==> src/rtl/rn_pkg.sv <==
package rn_pkg;

  localparam int unsigned RN_ARCH_DEFAULT = 8;
  localparam int unsigned RN_PHYS_DEFAULT = 16;

  // bits needed to hold a count from 0 up to n
  function automatic int unsigned rn_count_bits(input int unsigned n);
    return $clog2(n + 1);
  endfunction

endpackage

==> src/rtl/rn_free_fifo.sv <==
module rn_free_fifo #(
  parameter int unsigned NUM_ARCH = rn_pkg::RN_ARCH_DEFAULT,
  parameter int unsigned NUM_PHYS = rn_pkg::RN_PHYS_DEFAULT,
  localparam int unsigned PW = $clog2(NUM_PHYS),
  localparam int unsigned CW = rn_pkg::rn_count_bits(NUM_PHYS),
  localparam int unsigned NUM_FREE = NUM_PHYS - NUM_ARCH
) (
  input  logic          clk,
  input  logic          rst_n,
  input  logic          pop,
  input  logic          push,
  input  logic [PW-1:0] push_idx,
  output logic [PW-1:0] head,
  output logic          empty,
  output logic          full,
  output logic [CW-1:0] count
);

  logic [PW-1:0] slots [NUM_PHYS];
  logic [PW-1:0] rd_ptr, wr_ptr;
  logic          do_pop, do_push;

  assign do_pop  = pop && !empty;
  assign do_push = push && !full;
  assign head    = slots[rd_ptr];
  assign empty   = (count == '0);
  assign full    = (count == CW'(NUM_PHYS));

  function automatic logic [PW-1:0] ptr_next(input logic [PW-1:0] p);
    return (p == PW'(NUM_PHYS - 1)) ? '0 : p + 1'b1;
  endfunction

  always_ff @(posedge clk or negedge rst_n) begin
    if (!rst_n) begin
      for (int i = 0; i < NUM_PHYS; i++) begin
        if (i < NUM_FREE) slots[i] <= PW'(NUM_ARCH + i);
        else              slots[i] <= '0;
      end
    end else if (do_push) begin
      slots[wr_ptr] <= push_idx;
    end
  end

  always_ff @(posedge clk or negedge rst_n) begin
    if (!rst_n) begin
      rd_ptr <= '0;
      wr_ptr <= PW'(NUM_FREE % NUM_PHYS);
      count  <= CW'(NUM_FREE);
    end else begin
      if (do_pop)  rd_ptr <= ptr_next(rd_ptr);
      if (do_push) wr_ptr <= ptr_next(wr_ptr);
      case ({do_push, do_pop})
        2'b10:   count <= count + 1'b1;
        2'b01:   count <= count - 1'b1;
        default: count <= count;
      endcase
    end
  end

endmodule

==> src/rtl/rn_map_table.sv <==
module rn_map_table #(
  parameter int unsigned NUM_ARCH = rn_pkg::RN_ARCH_DEFAULT,
  parameter int unsigned NUM_PHYS = rn_pkg::RN_PHYS_DEFAULT,
  localparam int unsigned AW = $clog2(NUM_ARCH),
  localparam int unsigned PW = $clog2(NUM_PHYS)
) (
  input  logic          clk,
  input  logic          rst_n,
  input  logic [AW-1:0] rd_a0,
  input  logic [AW-1:0] rd_a1,
  input  logic [AW-1:0] rd_a2,
  output logic [PW-1:0] rd_p0,
  output logic [PW-1:0] rd_p1,
  output logic [PW-1:0] rd_p2,
  input  logic          wr_en,
  input  logic [AW-1:0] wr_a,
  input  logic [PW-1:0] wr_p
);

  logic [PW-1:0] entry [NUM_ARCH];

  for (genvar e = 0; e < NUM_ARCH; e++) begin : g_entry
    always_ff @(posedge clk or negedge rst_n) begin
      if (!rst_n)                             entry[e] <= PW'(e);
      else if (wr_en && wr_a == AW'(e))       entry[e] <= wr_p;
    end
  end

  // reads see the table before this cycle's write lands
  assign rd_p0 = entry[rd_a0];
  assign rd_p1 = entry[rd_a1];
  assign rd_p2 = entry[rd_a2];

endmodule

==> src/rtl/rn_out_reg.sv <==
module rn_out_reg #(
  parameter int unsigned PW = 4
) (
  input  logic          clk,
  input  logic          rst_n,
  input  logic          load,
  input  logic [PW-1:0] d_psrc0,
  input  logic [PW-1:0] d_psrc1,
  input  logic          d_has_dst,
  input  logic [PW-1:0] d_pdst,
  input  logic [PW-1:0] d_pold,
  input  logic          out_ready,
  output logic          out_valid,
  output logic [PW-1:0] out_psrc0,
  output logic [PW-1:0] out_psrc1,
  output logic          out_has_dst,
  output logic [PW-1:0] out_pdst,
  output logic [PW-1:0] out_pold
);

  always_ff @(posedge clk or negedge rst_n) begin
    if (!rst_n) begin
      out_valid   <= 1'b0;
      out_psrc0   <= '0;
      out_psrc1   <= '0;
      out_has_dst <= 1'b0;
      out_pdst    <= '0;
      out_pold    <= '0;
    end else if (load) begin
      out_valid   <= 1'b1;
      out_psrc0   <= d_psrc0;
      out_psrc1   <= d_psrc1;
      out_has_dst <= d_has_dst;
      out_pdst    <= d_pdst;
      out_pold    <= d_pold;
    end else if (out_ready) begin
      out_valid   <= 1'b0;
    end
  end

endmodule

==> src/rtl/rn_rename_top.sv <==
module rn_rename_top #(
  parameter int unsigned NUM_ARCH = rn_pkg::RN_ARCH_DEFAULT,
  parameter int unsigned NUM_PHYS = rn_pkg::RN_PHYS_DEFAULT,
  localparam int unsigned AW = $clog2(NUM_ARCH),
  localparam int unsigned PW = $clog2(NUM_PHYS),
  localparam int unsigned CW = rn_pkg::rn_count_bits(NUM_PHYS)
) (
  input  logic          clk,
  input  logic          rst_n,
  input  logic          in_valid,
  output logic          in_ready,
  input  logic [AW-1:0] in_src0,
  input  logic [AW-1:0] in_src1,
  input  logic          in_has_dst,
  input  logic [AW-1:0] in_dst,
  output logic          out_valid,
  input  logic          out_ready,
  output logic [PW-1:0] out_psrc0,
  output logic [PW-1:0] out_psrc1,
  output logic          out_has_dst,
  output logic [PW-1:0] out_pdst,
  output logic [PW-1:0] out_pold,
  input  logic          rel_valid,
  output logic          rel_ready,
  input  logic [PW-1:0] rel_pidx,
  output logic          alloc_stall
);

  logic          slot_free, fire, alloc;
  logic          fl_empty, fl_full;
  logic [PW-1:0] fl_head;
  logic [CW-1:0] fl_count;
  logic [PW-1:0] map_s0, map_s1, map_old;

  assign slot_free   = !out_valid || out_ready;
  assign in_ready    = slot_free && (!in_has_dst || !fl_empty);
  assign fire        = in_valid && in_ready;
  assign alloc       = fire && in_has_dst;
  assign rel_ready   = !fl_full;
  assign alloc_stall = fl_empty;

  rn_free_fifo #(.NUM_ARCH(NUM_ARCH), .NUM_PHYS(NUM_PHYS)) u_free (
    .clk      (clk),
    .rst_n    (rst_n),
    .pop      (alloc),
    .push     (rel_valid),
    .push_idx (rel_pidx),
    .head     (fl_head),
    .empty    (fl_empty),
    .full     (fl_full),
    .count    (fl_count)
  );

  rn_map_table #(.NUM_ARCH(NUM_ARCH), .NUM_PHYS(NUM_PHYS)) u_map (
    .clk   (clk),
    .rst_n (rst_n),
    .rd_a0 (in_src0),
    .rd_a1 (in_src1),
    .rd_a2 (in_dst),
    .rd_p0 (map_s0),
    .rd_p1 (map_s1),
    .rd_p2 (map_old),
    .wr_en (alloc),
    .wr_a  (in_dst),
    .wr_p  (fl_head)
  );

  rn_out_reg #(.PW(PW)) u_out (
    .clk         (clk),
    .rst_n       (rst_n),
    .load        (fire),
    .d_psrc0     (map_s0),
    .d_psrc1     (map_s1),
    .d_has_dst   (in_has_dst),
    .d_pdst      (in_has_dst ? fl_head : '0),
    .d_pold      (in_has_dst ? map_old : '0),
    .out_ready   (out_ready),
    .out_valid   (out_valid),
    .out_psrc0   (out_psrc0),
    .out_psrc1   (out_psrc1),
    .out_has_dst (out_has_dst),
    .out_pdst    (out_pdst),
    .out_pold    (out_pold)
  );

endmodule

==> config.mk <==
export PLATFORM = sky130hd
export DESIGN_NAME = rn_rename_top
export DESIGN_NICKNAME = d
export VERILOG_FILES = /design/src/rtl/rn_pkg.sv /design/src/rtl/rn_free_fifo.sv /design/src/rtl/rn_map_table.sv /design/src/rtl/rn_out_reg.sv /design/src/rtl/rn_rename_top.sv
export SDC_FILE = /design/constraint.sdc
export NUM_CORES = 1
export LEC_CHECK = 0
export ABC_AREA = 1
export ABC_CLOCK_PERIOD_IN_PS = 2300
export BUFFER_PORTS_ARGS = -buffer_cell sky130_fd_sc_hd__buf_2
export CAP_MARGIN = 20
export CORE_ASPECT_RATIO = 0.8
export CORE_MARGIN = 2
export CORE_UTILIZATION = 45
export CTS_CLUSTER_DIAMETER = 120
export DETAILED_ROUTE_END_ITERATION = 6
export GPL_TIMING_DRIVEN = 0
export HOLD_SLACK_MARGIN = 0.08
export PLACE_DENSITY_LB_ADDON = 0.08
export RECOVER_POWER = 50
export SLEW_MARGIN = 5
export SYNTH_ARGS = -nofsm -noshare
export SYNTH_HDL_FRONTEND = slang
export SYNTH_SLANG_ARGS = --single-unit
==> constraint.sdc <==
create_clock -name clk -period 2.3 [get_ports clk]
set_input_delay 0.115 -clock clk [delete_from_list [all_inputs] [get_ports clk]]
set_output_delay 0.115 -clock clk [all_outputs]
set_load 0.01 [all_outputs]
== Word-level counts from Yosys, hierarchy flattened ==
Index checks and enable logic that the tools add are counted.

* Add/subtract/negate cells: 4
* $lt $le $gt $ge: 6
* Equality and inequality tests: 12
* Muxes and demuxes: 22
* Bitwise gates (word level): 5
* Reduce and logical (&&, ||, !) cells: 24

{| class="wikitable"
|+ Operators with widths
! kind !! count
|-
| 64-bit bitwise mux || 1
|-
| 4-bit two-way mux || 13
|-
| 4-bit binary-select mux with 3-bit select || 3
|-
| 4-bit binary-select mux with 4-bit select || 1
|-
| 4-bit demux with 4-bit select || 1
|-
| 1-bit logical AND || 14
|-
| 3-bit equality test (second input constant) || 4
|-
| 4-bit >= comparator (second input constant) || 3
|-
| 3-bit NOT with 4-bit output || 3
|-
| 5-bit >= comparator (second input constant) || 2
|-
| 4-bit NOT with 5-bit output || 2
|-
| 5-bit case mux with 2 select lines || 1
|-
| 4-bit by 1-bit adder with 4-bit output (second input constant) || 2
|-
| 4-bit equality test (second input constant) || 2
|-
| 3-bit by 2-bit equality test with 1-bit output (second input constant) || 2
|-
| 5-bit by 1-bit adder with 5-bit output (second input constant) || 1
|-
| 5-bit equality test (second input constant) || 1
|-
| 5-bit zero test || 1
|-
| 5-bit by 1-bit less-than comparator with 1-bit output (second input constant) || 1
|-
| 5-bit by 1-bit subtractor with 5-bit output (second input constant) || 1
|-
| 1-bit zero test || 4
|-
| 2-bit nonzero test || 2
|-
| 3-bit by 1-bit equality test with 1-bit output (second input constant) || 1
|-
| 3-bit zero test || 1
|-
| 4 further kinds || 6
|}

* Register bits after elaboration: 127

== Longest topological paths before layout ==
Gate-level depths: netlist of the first run.

* Depth after elaboration: 9
* Gate-level depth with buffers: 16
* Depth with buffers taken out: 14

== Modules after synthesis ==
From an unflattened synthesis of the first run, not the netlist that was laid out.

* Cells, all modules: 1,035
* Area total of the unflattened synthesis: 7,380.8 um^2

{| class="wikitable"
|+ Modules (own cells, without submodules)
! module !! instances !! cells each !! area each (um^2) !! seq. area each (um^2)
|-
| rn_free_fifo || 1 || 559 || 4,270.3 || 1,954.4
|-
| rn_map_table || 1 || 374 || 2,274.7 || 815.8
|-
| rn_out_reg || 1 || 76 || 711.9 || 450.4
|-
| rn_rename_top || 1 || 26 || 123.9 || 0.0
|}

== Worst setup path before layout of the first run ==
OpenSTA, ideal clock, no wires.

* Path kind: register to register
* Start point: register u_free.count[3]
* End point: register u_free.count[4]
* Setup time: 0.065 ns
* Data arrival time: 2.189 ns
* Data required time: 2.235 ns
* Setup slack: 0.046 ns
* Cell stages (with the launch flop): 17
* Clock period less this slack: 2.254 ns
* Cell sequence: dfstp_2 > nor2_2 > nand3_2 > nand4_1 > buf_4 > inv_2 > buf_4 > ha_1 > xor2_1 > ha_1 > inv_1 > nand2_1 > nand3_1 > nand2_1 > xor2_1 > nand2_1 > nand2_1

* Cells in the longest elaborated chain, start to end: 9
* Elaborated cells on any way between the ends: 16
* Classes of those cells: 2 x add/sub; 3 x eq/ne; 1 x mux; 10 x reduce/logical

{| class="wikitable"
|+ RTL lines
! what !! line !! text
|-
| start, declared || rn_free_fifo.sv:16 || <nowiki>output logic [CW-1:0] count</nowiki>
|-
| start signal, assigned || rn_free_fifo.sv:48 || <nowiki>count <= CW'(NUM_FREE);</nowiki>
|-
| start signal, assigned || rn_free_fifo.sv:53 || <nowiki>2'b10: count <= count + 1'b1;</nowiki>
|-
| start signal, assigned || rn_free_fifo.sv:54 || <nowiki>2'b01: count <= count - 1'b1;</nowiki>
|-
| 5-bit zero test (*) || rn_free_fifo.sv:26 || <nowiki>assign empty = (count == '0);</nowiki>
|-
| 1-bit zero test (*) || rn_free_fifo.sv:23, rn_rename_top.sv:36 ||
|-
| 1-bit logical OR || rn_rename_top.sv:36 || <nowiki>assign in_ready = slot_free && (!in_has_dst || !fl_empty);</nowiki>
|-
| 1-bit logical AND || rn_rename_top.sv:36 ||
|-
| 1-bit logical AND || rn_rename_top.sv:37 || <nowiki>assign fire = in_valid && in_ready;</nowiki>
|-
| 1-bit logical AND || rn_rename_top.sv:38 || <nowiki>assign alloc = fire && in_has_dst;</nowiki>
|-
| 1-bit logical AND (*) || rn_free_fifo.sv:23 || <nowiki>assign do_pop = pop && !empty;</nowiki>
|-
| net u_free.do_pop || rn_free_fifo.sv:21 || <nowiki>logic do_pop, do_push;</nowiki>
|-
| 2-bit by 1-bit equality test with 1-bit output or 2-bit equality test (tied branches) || rn_free_fifo.sv:52 || <nowiki>case ({do_push, do_pop})</nowiki>
|-
| 5-bit case mux with 2 select lines or 2-bit nonzero test (tied branches) || - ||
|}

Mark *: on every way through the listed nets, which the timed path passes. The rest lies on a longest branch.
A chain may end at the register's enable or synchronous reset.

== Worst setup path in the final report of the first run ==
* Start point: register u_free.count[3]
* End point: register u_free.count[4]

* Cells in the longest elaborated chain, start to end: 9
* Elaborated cells on any way between the ends: 16
* Classes of those cells: 2 x add/sub; 3 x eq/ne; 1 x mux; 10 x reduce/logical

{| class="wikitable"
|+ RTL lines
! what !! line
|-
| 5-bit zero test || rn_free_fifo.sv:26
|-
| 1-bit zero test || rn_free_fifo.sv:23, rn_rename_top.sv:36
|-
| 1-bit logical OR || rn_rename_top.sv:36
|-
| 1-bit logical AND || rn_rename_top.sv:36
|-
| 1-bit logical AND || rn_rename_top.sv:37
|-
| 1-bit logical AND || rn_rename_top.sv:38
|-
| 1-bit logical AND || rn_free_fifo.sv:23
|-
| 2-bit by 1-bit equality test with 1-bit output or 2-bit equality test (tied branches) || rn_free_fifo.sv:52
|-
| 5-bit case mux with 2 select lines or 2-bit nonzero test (tied branches) || -
|}

Parallel ways exist; a longest one is shown, timed or not.

==> metrics, run 1 <==
TritonCTS clock tree built; reg2reg path depth 15; Worst-Skew Late Latency 420 ps; Pwr per Cell Area 1350 nW/um^2; first-pass GRT wire length 31400 um; Routed Antenna Nets 0; Worst EP arrival 2560 ps; H-Tree Level Count 4; Setup violations, final 0; Die Wd 145 um; hold_sp rel_pidx[0]; Critical-path top delay cell dfstp_2; Cell Chain, Critical Path nor2_4 -> nand3_2 -> nand4_1 -> buf_6 -> inv_6 -> ha_4 -> xor2_2 -> ha_2 -> inv_1 -> nand2_2 -> nand3_2 -> nand2_2 -> xor2_1 -> nand2_1 -> nand2_1; Hold Crit Class input port to flop; CTS sink cnt 127; kind of critical path flop to flop; r2r endpoint u_free.count[4]$_DFFE_PN0P_; Critical Path RT 2660 ps; Ys Warns 0; Reg2Reg Setup Slack 100 ps; Core Area 15600 sq um; max incr delay on CP 560 ps; Longest Clk Path Bufs 2; HPWL after DPL 13700 um; Hold Path Sink u_free.slots[40]$_DFFE_PN1P_; Worst Hold Slack 86.5 ps; WL/cell 15.4 um; Post-Place Setup Slack -291 ps; DRC 0; vias in the first global route 5982; die area 16800 sq um; WHS Path Cells 3; Crit Path Max Fanout 5; Via density 5.05; Layout area overhead 17.4%; Synth Register Bits 127; Die Ht 116 um; Reg clk slew, reported paths 60 ps; Worst Max-Slew Pin Slew 1130 ps; Clock Power Share 25.0%; CTS buffer count 17; Combinational Power Share 39.2%; largest net degree at the start of global routing 85; count of pins over their slew limit 0; CP Capture Type flop; Worst IR Drop VDD 738 uV; routability-driven placement congestion ratio 0.900; root buffer cell clkbuf_16; share of cells above drive strength 1 15.2%; Synth Instances 967; Achievable Freq 0.455 GHz; Net Sw Frac 40.7%; routed wire length 19400 um; status finished, final reports clean; period utilisation layout 95.6%; antenna violations before repair 0; Seq pwr share 35.8%; final hold vios 0; via count 6362; Psw 4.59 mW; Max-Cap Viols 0; layout filler cell count 1640; Final Util 53.5%; PortBufs 32; total grt overflow 0; Core Rows 41; CP startpoint kind flop; Avg Cell Area, Syn 7.35 sq um; TritonRoute pass-1 iters 5; Internal Power 6.70 mW; synth unique cells 34; DRT iter0 DRCs 480; post-synthesis net count 995; final worst slack 102 ps; Final min period 2200 ps; mapped cell area 7110 sq um; GRT Total Usage 24.6%; I/O Pins 40; Fin Clk Skew 5.25 ps; ant diodes 0; Final Power 11.3 mW; reg2reg start u_free.count[3]$_DFFE_PN1P_; Relative slew margins 24.9%; Seq/Total Area, Yosys 45.3%; P_leak 4.31 nW; initial core utilization 45.6%; Layout Nets 1061
## worst max-delay path by stage
stage	start	end	slack (ps)	cells past startpoint
floorplan	u_free.count[3]$_DFFE_PN1P_	u_free.count[4]$_DFFE_PN0P_	50	16
global placement	rst_n	u_free.count[1]$_DFFE_PN0P_	-660	1
detailed placement	u_free.count[3]$_DFFE_PN1P_	u_free.count[4]$_DFFE_PN0P_	-290	16
CTS	u_free.count[1]$_DFFE_PN0P_	u_free.count[4]$_DFFE_PN0P_	20	15
global route	u_free.count[3]$_DFFE_PN1P_	u_free.count[4]$_DFFE_PN0P_	-20	15
finish	u_free.count[3]$_DFFE_PN1P_	u_free.count[4]$_DFFE_PN0P_	100	15
## flip-flops by register name, summed over array words and instances, names as in the netlist
signal,cells
u_map.entry,32
u_free.rd_ptr,4
u_out.out_valid,1
u_out.out_psrc1,4
u_out.out_psrc0,4
u_out.out_has_dst,1
u_out.out_pold,4
u_free.wr_ptr,4
u_out.out_pdst,4
u_free.slots,64
u_free.count,5
## logic make-up (layout without fill, tap and decap cells)
family	count (synthesis)	after routing	synth area share [%]
simple gates	510	510	30.7
xor+xnor	7	7	0.863
buf+inv	155	234	9.47
flops	127	127	45.3
compound gates	159	159	12.1
fa+ha+maj	9	9	1.58
## timing repair
item / in CTS / in global routing
hold buffers: 7 / 0
endpoints found under the hold margin: 62 / 0
gates resized for setup: 7 / 10
pin swaps: 0 / 6
buffers inserted: 3 / 5
cloned: 0 / 0
endpoints found under the setup margin: 3 / 4
## metal layers
metal / wire length (um) / GRT usage (%)
met1: 10200 / 38.7
met2: 7700 / 32.9
met3: 1250 / 6.15
met4: 270 / 7.83
met5: 0 / 0
## cell type report
type / instances / area, sq um / share of cell area [%]
Inverter: 115 / 437 / 5.24
Timing Repair Buffer: 48 / 287 / 3.44
Multi-Input combinational cell: 685 / 3270 / 39.2
Clock buffer: 22 / 484 / 5.81
Sequential cell: 127 / 3220 / 38.7
Clock inverter: 10 / 134 / 1.61
Tap cell: 215 / 269 / 3.23
Buffer: 39 / 238 / 2.85
## per-stage QoR
| step | area [sq um] | std cells | setup TNS (ps) |
|---|---|---|---|
| 6_report | 8340 | 1261 | 0 |
| 5_1_grt | 8340 | 1261 | -24.9 |
| 4_1_cts | 8320 | 1257 | 0 |
| 3_5_place_dp | 7570 | 1215 | -489 |
| 3_3_place_gp | 7540 | 1214 | -60990 |
| 2_1_floorplan | 7110 | 967 | 0 |
## layout by cell type (no fill, tap or decap), types with 3 or more instances in the layout
master         instances
a21oi_1               79
nand2_4               12
xor2_1                 4
clkinv_2               4
dlygate4sd3_1          7
dfrtp_1               90
inv_1                111
buf_6                  6
clkbuf_8               5
o211ai_1              16
nor2_1                96
nand2_1              312
nand2_2                7
nand4_1                6
o21ai_0               54
nand3_2                3
a22oi_1                7
clkbuf_2               4
buf_2                 29
buf_4                 11
dfstp_2               34
nand3_1               61
nor2_2                 6
clkbuf_16             17
clkbuf_1              28
ha_1                   6
bufinv_16              3
dfrtp_2                3
## power by group through the flow
stage / clock network (mW) / logic (mW) / registers [mW]
floorplan: 0 / 2.99 / 3.91
global placement: 0 / 4.21 / 4.03
detailed placement: 0 / 4.27 / 4.05
CTS: 2.86 / 4.35 / 4.03
global route: 2.97 / 5.03 / 4.16
finish: 2.82 / 4.43 / 4.04
## worst max-delay path: cells and delay by family, from the launching register on
kind / cells / cell delay (ps)
buffers and inverters: 3 / 280
adders and majority gates: 2 / 350
DFF: 1 / 560
xor gates and xnor gates: 2 / 330
and+or+nand+nor: 8 / 600
## synthesized netlist by cell type (all sizes together)
cell | count | area share [%]
a21boi | 1 | 0.11
a21oi | 79 | 5.6
a22oi | 7 | 0.74
buf | 21 | 2.2
clkbuf | 19 | 1.2
clkinv | 1 | 0.053
dfrtp | 93 | 33
dfstp | 34 | 13
ha | 9 | 1.6
inv | 114 | 6.0
nand2 | 333 | 19
nand3 | 64 | 4.6
nand3b | 1 | 0.11
nand4 | 6 | 0.53
nor2 | 104 | 5.8
nor3 | 2 | 0.14
o211ai | 16 | 1.7
o21ai | 55 | 3.9
o21bai | 1 | 0.11
xnor2 | 2 | 0.25
xor2 | 5 | 0.62
Note: power is estimated with default switching activity, not from simulation.
==> run 2, diff against run 1 <==
==> constraint.sdc (replaced) <==
create_clock -name clk -period 2.3 [get_ports clk]
set_input_delay 0.345 -clock clk [delete_from_list [all_inputs] [get_ports clk]]
set_output_delay 0.345 -clock clk [all_outputs]
set_load 0.01 [all_outputs]
==> metrics, run 2 (synthesis gave the netlist of run 1 again) <==
Final min period 2200 ps (about the same); first-pass GRT wire length 31300 um (was 31400 um); Final Power 11.3 mW (about the same); count of pins over their slew limit 0 (unchanged); Largest register FFs 64 (unchanged); H-Tree Level Count 4 (unchanged); Critical Path RT 2660 ps (about the same); Layout area overhead 16.7% (was 17.4%); HPWL after DPL 13700 um (unchanged); P_leak 4.29 nW (was 4.31 nW); CP Capture Type flop (unchanged); Largest delay share family, worst path simple AND/OR/NAND/NOR gates (unchanged); routed wire length 19400 um (about the same); TritonCTS clock tree built (unchanged); Relative slew margins 21.8% (was 24.9%); Longest Clk Path Bufs 2 (unchanged); Fin Clk Skew 4.37 ps (was 5.25 ps); TritonRoute pass-1 iters 6 (was 5); WL/cell 15.4 um (about the same); Hold Crit Class input port to flop (unchanged); Routed Antenna Nets 0 (unchanged); root buffer cell clkbuf_16 (unchanged); status finished, final reports clean (unchanged); period utilisation layout 95.7% (was 95.6%); ant diodes 0 (unchanged); Core Rows 41 (unchanged); CP startpoint kind flop (unchanged); Critical-path top delay cell dfstp_2 (unchanged); post-placement cell area 7570 sq um (unchanged); Worst EP arrival 2560 ps (about the same); kind of critical path flop to flop (unchanged); Pwr per Cell Area 1360 nW/um^2 (was 1350 nW/um^2); leading cell types in the layout, fill and taps excluded nand2_1 (312), inv_1 (111), nor2_1 (96), dfrtp_1 (90), a21oi_1 (79) (unchanged); initial core utilization 45.6% (unchanged); Worst IR Drop VDD 742 uV (was 738 uV); Worst Max-Slew Pin Slew 1170 ps (was 1130 ps); Final Cell Area 8300 sq um (was 8340 sq um); Final Util 53.2% (was 53.5%); max incr delay on CP 560 ps (about the same); PortBufs 32 (unchanged); I/O Pins 40 (unchanged); largest net degree at the start of global routing 85 (unchanged); final hold vios 0 (unchanged); Bufs and invs on worst path 3 (unchanged); Die Ht 116 um (unchanged); via count 6303 (was 6362); Largest Register u_free.slots (unchanged); Core Area 15600 sq um (unchanged); Reg clk slew, reported paths 50 ps (was 60 ps); Via density 5.02 (was 5.05); die area 16800 sq um (unchanged); Achievable Freq 0.455 GHz (about the same); Die Wd 145 um (unchanged); share of cells above drive strength 1 15.3% (was 15.2%); DRT iter0 DRCs 451 (was 480); Crit Path Max Fanout 5 (unchanged); Layout Nets 1055 (was 1061); largest registers u_free.slots x64, u_map.entry x32, u_free.count x5 (unchanged); DRC 0 (unchanged); antenna violations before repair 0 (unchanged); CTS buffer count 17 (unchanged); Worst-Skew Late Latency 420 ps (about the same); total grt overflow 0 (unchanged); vias in the first global route 5957 (was 5982); routability-driven placement congestion ratio 0.900 (unchanged); Setup TNS 0 ps (unchanged); Setup violations, final 0 (unchanged); commonest non-fill, non-tap cell in the layout nand2_1 (unchanged); Max-Cap Viols 0 (unchanged); Cell Chain, Critical Path nor2_4 -> nand3_2 -> nand4_1 -> buf_6 -> inv_6 -> ha_4 -> xor2_2 -> ha_2 -> inv_1 -> nand2_2 -> nand3_2 -> nand2_2 -> xor2_1 -> nand2_1 -> nand2_1 (unchanged); CTS sink cnt 127 (unchanged); GRT Total Usage 24.6% (about the same)
run 2: stage by stage:
stage	hold slack, ps	cells	setup WS (ps)
6_report	211	1255	99.8
2_1_floorplan	49.4	967	46.0
4_1_cts	203	1251	19.4
5_1_grt	222	1255	-24.9
3_5_place_dp	303	1215	-291
3_3_place_gp	457	1214	-894
run 2: worst paths after layout:
kind,cells past startpoint,slack (ps),endpoint,startpoint
worst max register to register,15,100,u_free.count[4]$_DFFE_PN0P_,u_free.count[3]$_DFFE_PN1P_
min in group asynchronous,2,680,u_free.slots[44]$_DFFE_PN0P_,rst_n
worst min-delay path,4,210,u_out.out_valid$_DFFE_PN0P_,out_ready
max in group asynchronous,3,590,u_map.entry[21]$_DFFE_PN1P_,rst_n
worst min register to register,2,470,u_out.out_has_dst$_DFFE_PN0N_,u_out.out_has_dst$_DFFE_PN0N_
worst max-delay path,15,100,u_free.count[4]$_DFFE_PN0P_,u_free.count[3]$_DFFE_PN1P_
run 2: tightest hold or removal path, stage by stage:
cell,delay (ps)
buf_2,70
inv_1,30
nand2_1,90
nand2_1,60
run 2: report_power, final:
group,total (mW),internal [mW],switching [mW]
Combinational,4.42,1.46,2.96
Clock,2.82,1.81,1.01
Sequential,4.04,3.42,0.621
Total,11.3,6.69,4.60
run 2: cell type report:
cell class / count / area [sq um]
multi-input cells: 685 / 3270
clock buffers: 22 / 484
repair buffers: 42 / 243
well taps: 215 / 269
plain buffers: 39 / 238
flip-flops and latches: 127 / 3220
clock inverters: 10 / 134
fillers: 1646 / 7300
inverters: 115 / 437
run 2: what timing repair did:
item	CTS	global route
hold buffers	1	0
hold endpoints to repair	23	0
pin swaps	0	6
endpoints found under the setup margin	3	4
buffers inserted	3	5
gates resized for setup	7	10
run 2: per-layer routing:
| metal | vias to the layer above | GRT usage, % | wire length, um |
|---|---|---|---|
| met3 | 28 | 6.19 | 1410 |
| met2 | 193 | 32.6 | 7620 |
| met4 | 0 | 7.83 | 300 |
| met5 | - | 0 | 0 |
| li1 | 3167 | - | - |
| met1 | 2915 | 38.6 | 10000 |
==> run 3, diff against run 2 <==
--- a/config.mk
+++ b/config.mk
@@ -5,13 +5,13 @@
 export SDC_FILE = /design/constraint.sdc
 export NUM_CORES = 1
 export LEC_CHECK = 0
-export ABC_AREA = 1
+export ABC_AREA = 0
 export ABC_CLOCK_PERIOD_IN_PS = 2300
 export BUFFER_PORTS_ARGS = -buffer_cell sky130_fd_sc_hd__buf_2
 export CAP_MARGIN = 20
 export CORE_ASPECT_RATIO = 0.8
 export CORE_MARGIN = 2
-export CORE_UTILIZATION = 45
+export CORE_UTILIZATION = 55
 export CTS_CLUSTER_DIAMETER = 120
 export DETAILED_ROUTE_END_ITERATION = 6
 export GPL_TIMING_DRIVEN = 0
==> metrics, run 3 <==
mapped cell area 6560 sq um (was 7110 sq um); Worst Hold Slack 288 ps (was 211 ps); kind of critical path flop to flop (unchanged); CTS buffer count 17 (unchanged); layout filler cell count 831 (was 1646); Worst-Skew Late Latency 410 ps (was 420 ps); Fin Clk Skew 9.13 ps (was 4.37 ps); Achievable Freq 0.381 GHz (was 0.455 GHz); HPWL after DPL 10600 um (was 13700 um); synth unique cells 49 (was 34); Final Power 11.5 mW (was 11.3 mW); initial core utilization 56.8% (was 45.6%); ant diodes 0 (unchanged); reg2reg path depth 11 (was 15); commonest non-fill, non-tap cell in the layout mux2_2 (was nand2_1); Worst EP arrival 2950 ps (was 2560 ps); main combinational cell family by area after synthesis multiplexers (was simple AND/OR/NAND/NOR gates); Pwr per Cell Area 1470 nW/um^2 (was 1360 nW/um^2); reg2reg start u_free.count[0]$_DFFE_PN0P_ (was u_free.count[3]$_DFFE_PN1P_); leading cell types in the layout, fill and taps excluded mux2_2 (94), dfrtp_1 (90), dfstp_2 (34), mux4_2 (32), clkbuf_1 (30) (was nand2_1 (312), inv_1 (111), nor2_1 (96), dfrtp_1 (90), a21oi_1 (79)); total grt overflow 0 (unchanged); failing checks negative setup slack; Die Ht 102 um (was 116 um); Setup violations, final 4 (was 0); P_leak 3.31 nW (was 4.29 nW); Largest Register u_free.slots (unchanged); share of the synthesized area in the top cell type 35.5% (was 32.7%); largest net degree at the start of global routing 70 (was 85); routed wire length 14800 um (was 19400 um); CP startpoint kind flop (unchanged); Ys Warns 0 (unchanged); WL/cell 21.2 um (was 15.4 um); CTS sink cnt 127 (unchanged); H-Tree Level Count 4 (unchanged); Hold Crit Class input port to flop (unchanged); post-synthesis compound-gate area fraction 7.03% (was 12.1%); async set-reset flop share out of synthesis 100% (unchanged); Synth Instances 470 (was 967); root buffer cell clkbuf_16 (unchanged); Reg2Reg Setup Slack -320 ps (was 100 ps); I/O Pins 40 (unchanged); status finished, violations left (was finished, final reports clean); Worst IR Drop VDD 757 uV (was 742 uV); Avg Cell Area, Syn 14.0 sq um (was 7.35 sq um); post-synthesis net count 498 (was 995); Largest register FFs 64 (unchanged); DRT iter0 DRCs 299 (was 451); die area 12800 sq um (was 16800 sq um); xor-xnor portion of the synthesized cell area 1.20% (was 0.863%); hold_sp rel_pidx[3] (was out_ready); Longest Clk Path Bufs 2 (unchanged); first-pass GRT wire length 23700 um (was 31300 um); Post-Synth Simple-Gate Area 6.31% (was 30.7%); DRC 0 (unchanged); vias in the first global route 4238 (was 5957); final worst slack -323 ps (was 99.8 ps); TritonCTS clock tree built (unchanged); GRT Total Usage 24.8% (was 24.6%); top cells by area, synth dfrtp_1 (35%), mux2_2 (16%), dfstp_2 (14%) (was dfrtp_1 (33%), nand2_1 (17%), dfstp_2 (13%)); antenna violations before repair 0 (unchanged); largest registers u_free.slots x64, u_map.entry x32, u_free.count x5 (unchanged); Non-Filler Instances 697 (was 1255); Seq/Total Area, Yosys 49.1% (was 45.3%); CP Capture Type flop (unchanged); Hold Path Sink u_free.slots[55]$_DFFE_PN1P_ (was u_out.out_valid$_DFFE_PN0P_); Die Wd 126 um (was 145 um); RSZ-0062 raised after global routing true; Via density 6.08 (was 5.02); Relative slew margins 3.64% (was 21.8%); TritonRoute pass-1 iters 4 (was 6); Yosys top cell by area dfrtp_1 (unchanged); WHS Path Cells 2 (was 4); Layout Nets 564 (was 1055); ys flop type dfrtp_1 (unchanged); count of pins over their slew limit 0 (unchanged); Routed Antenna Nets 0 (unchanged); Placed Cells incl. Taps 652 (was 1215); Synth Register Bits 127 (unchanged); Core Rows 35 (was 41); number of synthesized flops with an enable pin 0 (unchanged); post-synthesis mux area share 31.9% (was 0%); share of cells above drive strength 1 48.8% (was 15.3%); Core Area 11600 sq um (was 15600 sq um); r2r endpoint u_free.count[4]$_DFFE_PN0P_ (unchanged); Reg clk slew, reported paths 60 ps (was 50 ps); routability-driven placement congestion ratio 0.814 (was 0.900); Worst Max-Slew Pin Slew 1450 ps (was 1170 ps); final hold vios 0 (unchanged); Critical Path RT 2630 ps (was 2660 ps); Crit Path Max Fanout 5 (unchanged); PortBufs 33 (was 32); period utilisation layout 114% (was 95.7%); Max-Cap Viols 0 (unchanged); adder-cell share of the synthesized area 1.72% (was 1.58%); Post-synth top cells mux2_2 (94), dfrtp_1 (93), dfstp_2 (34) (was nand2_1 (314), inv_1 (111), nor2_1 (96)); Final min period 2620 ps (was 2200 ps); count leader, synth mux2_2 (was nand2_1); via count 4240 (was 6303); Layout area overhead 19.3% (was 16.7%)
[run 3: worst max-delay path by stage]
stage	from	endpoint	cells past startpoint
final	u_free.count[0]$_DFFE_PN0P_	u_free.count[4]$_DFFE_PN0P_	11
after global routing	u_free.count[0]$_DFFE_PN0P_	u_free.count[4]$_DFFE_PN0P_	11
after CTS	u_free.count[1]$_DFFE_PN0P_	u_free.count[4]$_DFFE_PN0P_	12
after detailed placement	u_free.count[2]$_DFFE_PN0P_	u_free.count[4]$_DFFE_PN0P_	13
after global placement	u_free.count[2]$_DFFE_PN0P_	u_free.count[4]$_DFFE_PN0P_	10
after floorplan	u_free.count[1]$_DFFE_PN0P_	u_free.count[4]$_DFFE_PN0P_	13
[run 3: power by group]
group / internal, mW / switching (mW) / total [mW] / leakage, nW
Clock: 2.06 / 0.978 / 3.04 / 0.322
Combinational: 2.10 / 2.01 / 4.12 / 1.45
Sequential: 3.52 / 0.806 / 4.33 / 1.53
[run 3: cell type report]
class | count | area [sq um] | share of cell area, %
timing repair buffer | 52 | 303 | 3.87
sequential | 127 | 3220 | 41.2
multi-input combinational | 305 | 3260 | 41.7
clock inverter | 14 | 239 | 3.05
buffer | 25 | 140 | 1.79
inverter | 8 | 36.3 | 0.463
clock buffer | 18 | 439 | 5.61
tap | 148 | 185 | 2.37
[run 3: kinds of logic (layout without fill, tap and decap cells)]
| kind of cell | Yosys count | after routing |
|---|---|---|
| mux | 157 | 157 |
| xor+xnor | 9 | 9 |
| flops | 127 | 127 |
| fa+ha+maj | 9 | 9 |
| buf+inv | 38 | 117 |
| compound gates | 51 | 51 |
| simple gates | 79 | 79 |
[run 3: routing by layer]
layer	share of wire (%)	GRT usage, %	vias to the layer above
li1	-	-	1902
met1	48	37.2	2219
met2	45	35.5	108
met3	6.1	7.61	11
met4	0.85	6.09	0
met5	0	0	-
[run 3: worst max-delay path, stage by stage (launching register included)]
cell       delay (ps)
dfrtp_2           430
or4_4             520
o2111ai_4         260
inv_4              70
ha_4              170
buf_8             110
xor2_2            130
ha_2              200
o21a_1            180
o21a_1            190
o32ai_4           100
xor2_1            170
[run 3: per-stage QoR]
| stage | util [%] | TNS (ps) | worst slack [ps] | area [sq um] |
|---|---|---|---|---|
| global route | 67.7 | -1270 | -420 | 7830 |
| CTS | 67.5 | -966 | -383 | 7800 |
| global placement | 60.2 | -63160 | -783 | 6960 |
| floorplan | - | -1430 | -473 | 6610 |
| finish | 67.7 | -859 | -323 | 7830 |
| detailed placement | 60.5 | -3330 | -799 | 6990 |
[run 3: what timing repair did]
item,CTS,global route
hold endpoints to repair,40,0
setup buffers,11,6
pin swaps,9,8
hold buffers,1,0
setup endpoints to repair,25,13
resized for setup,15,7
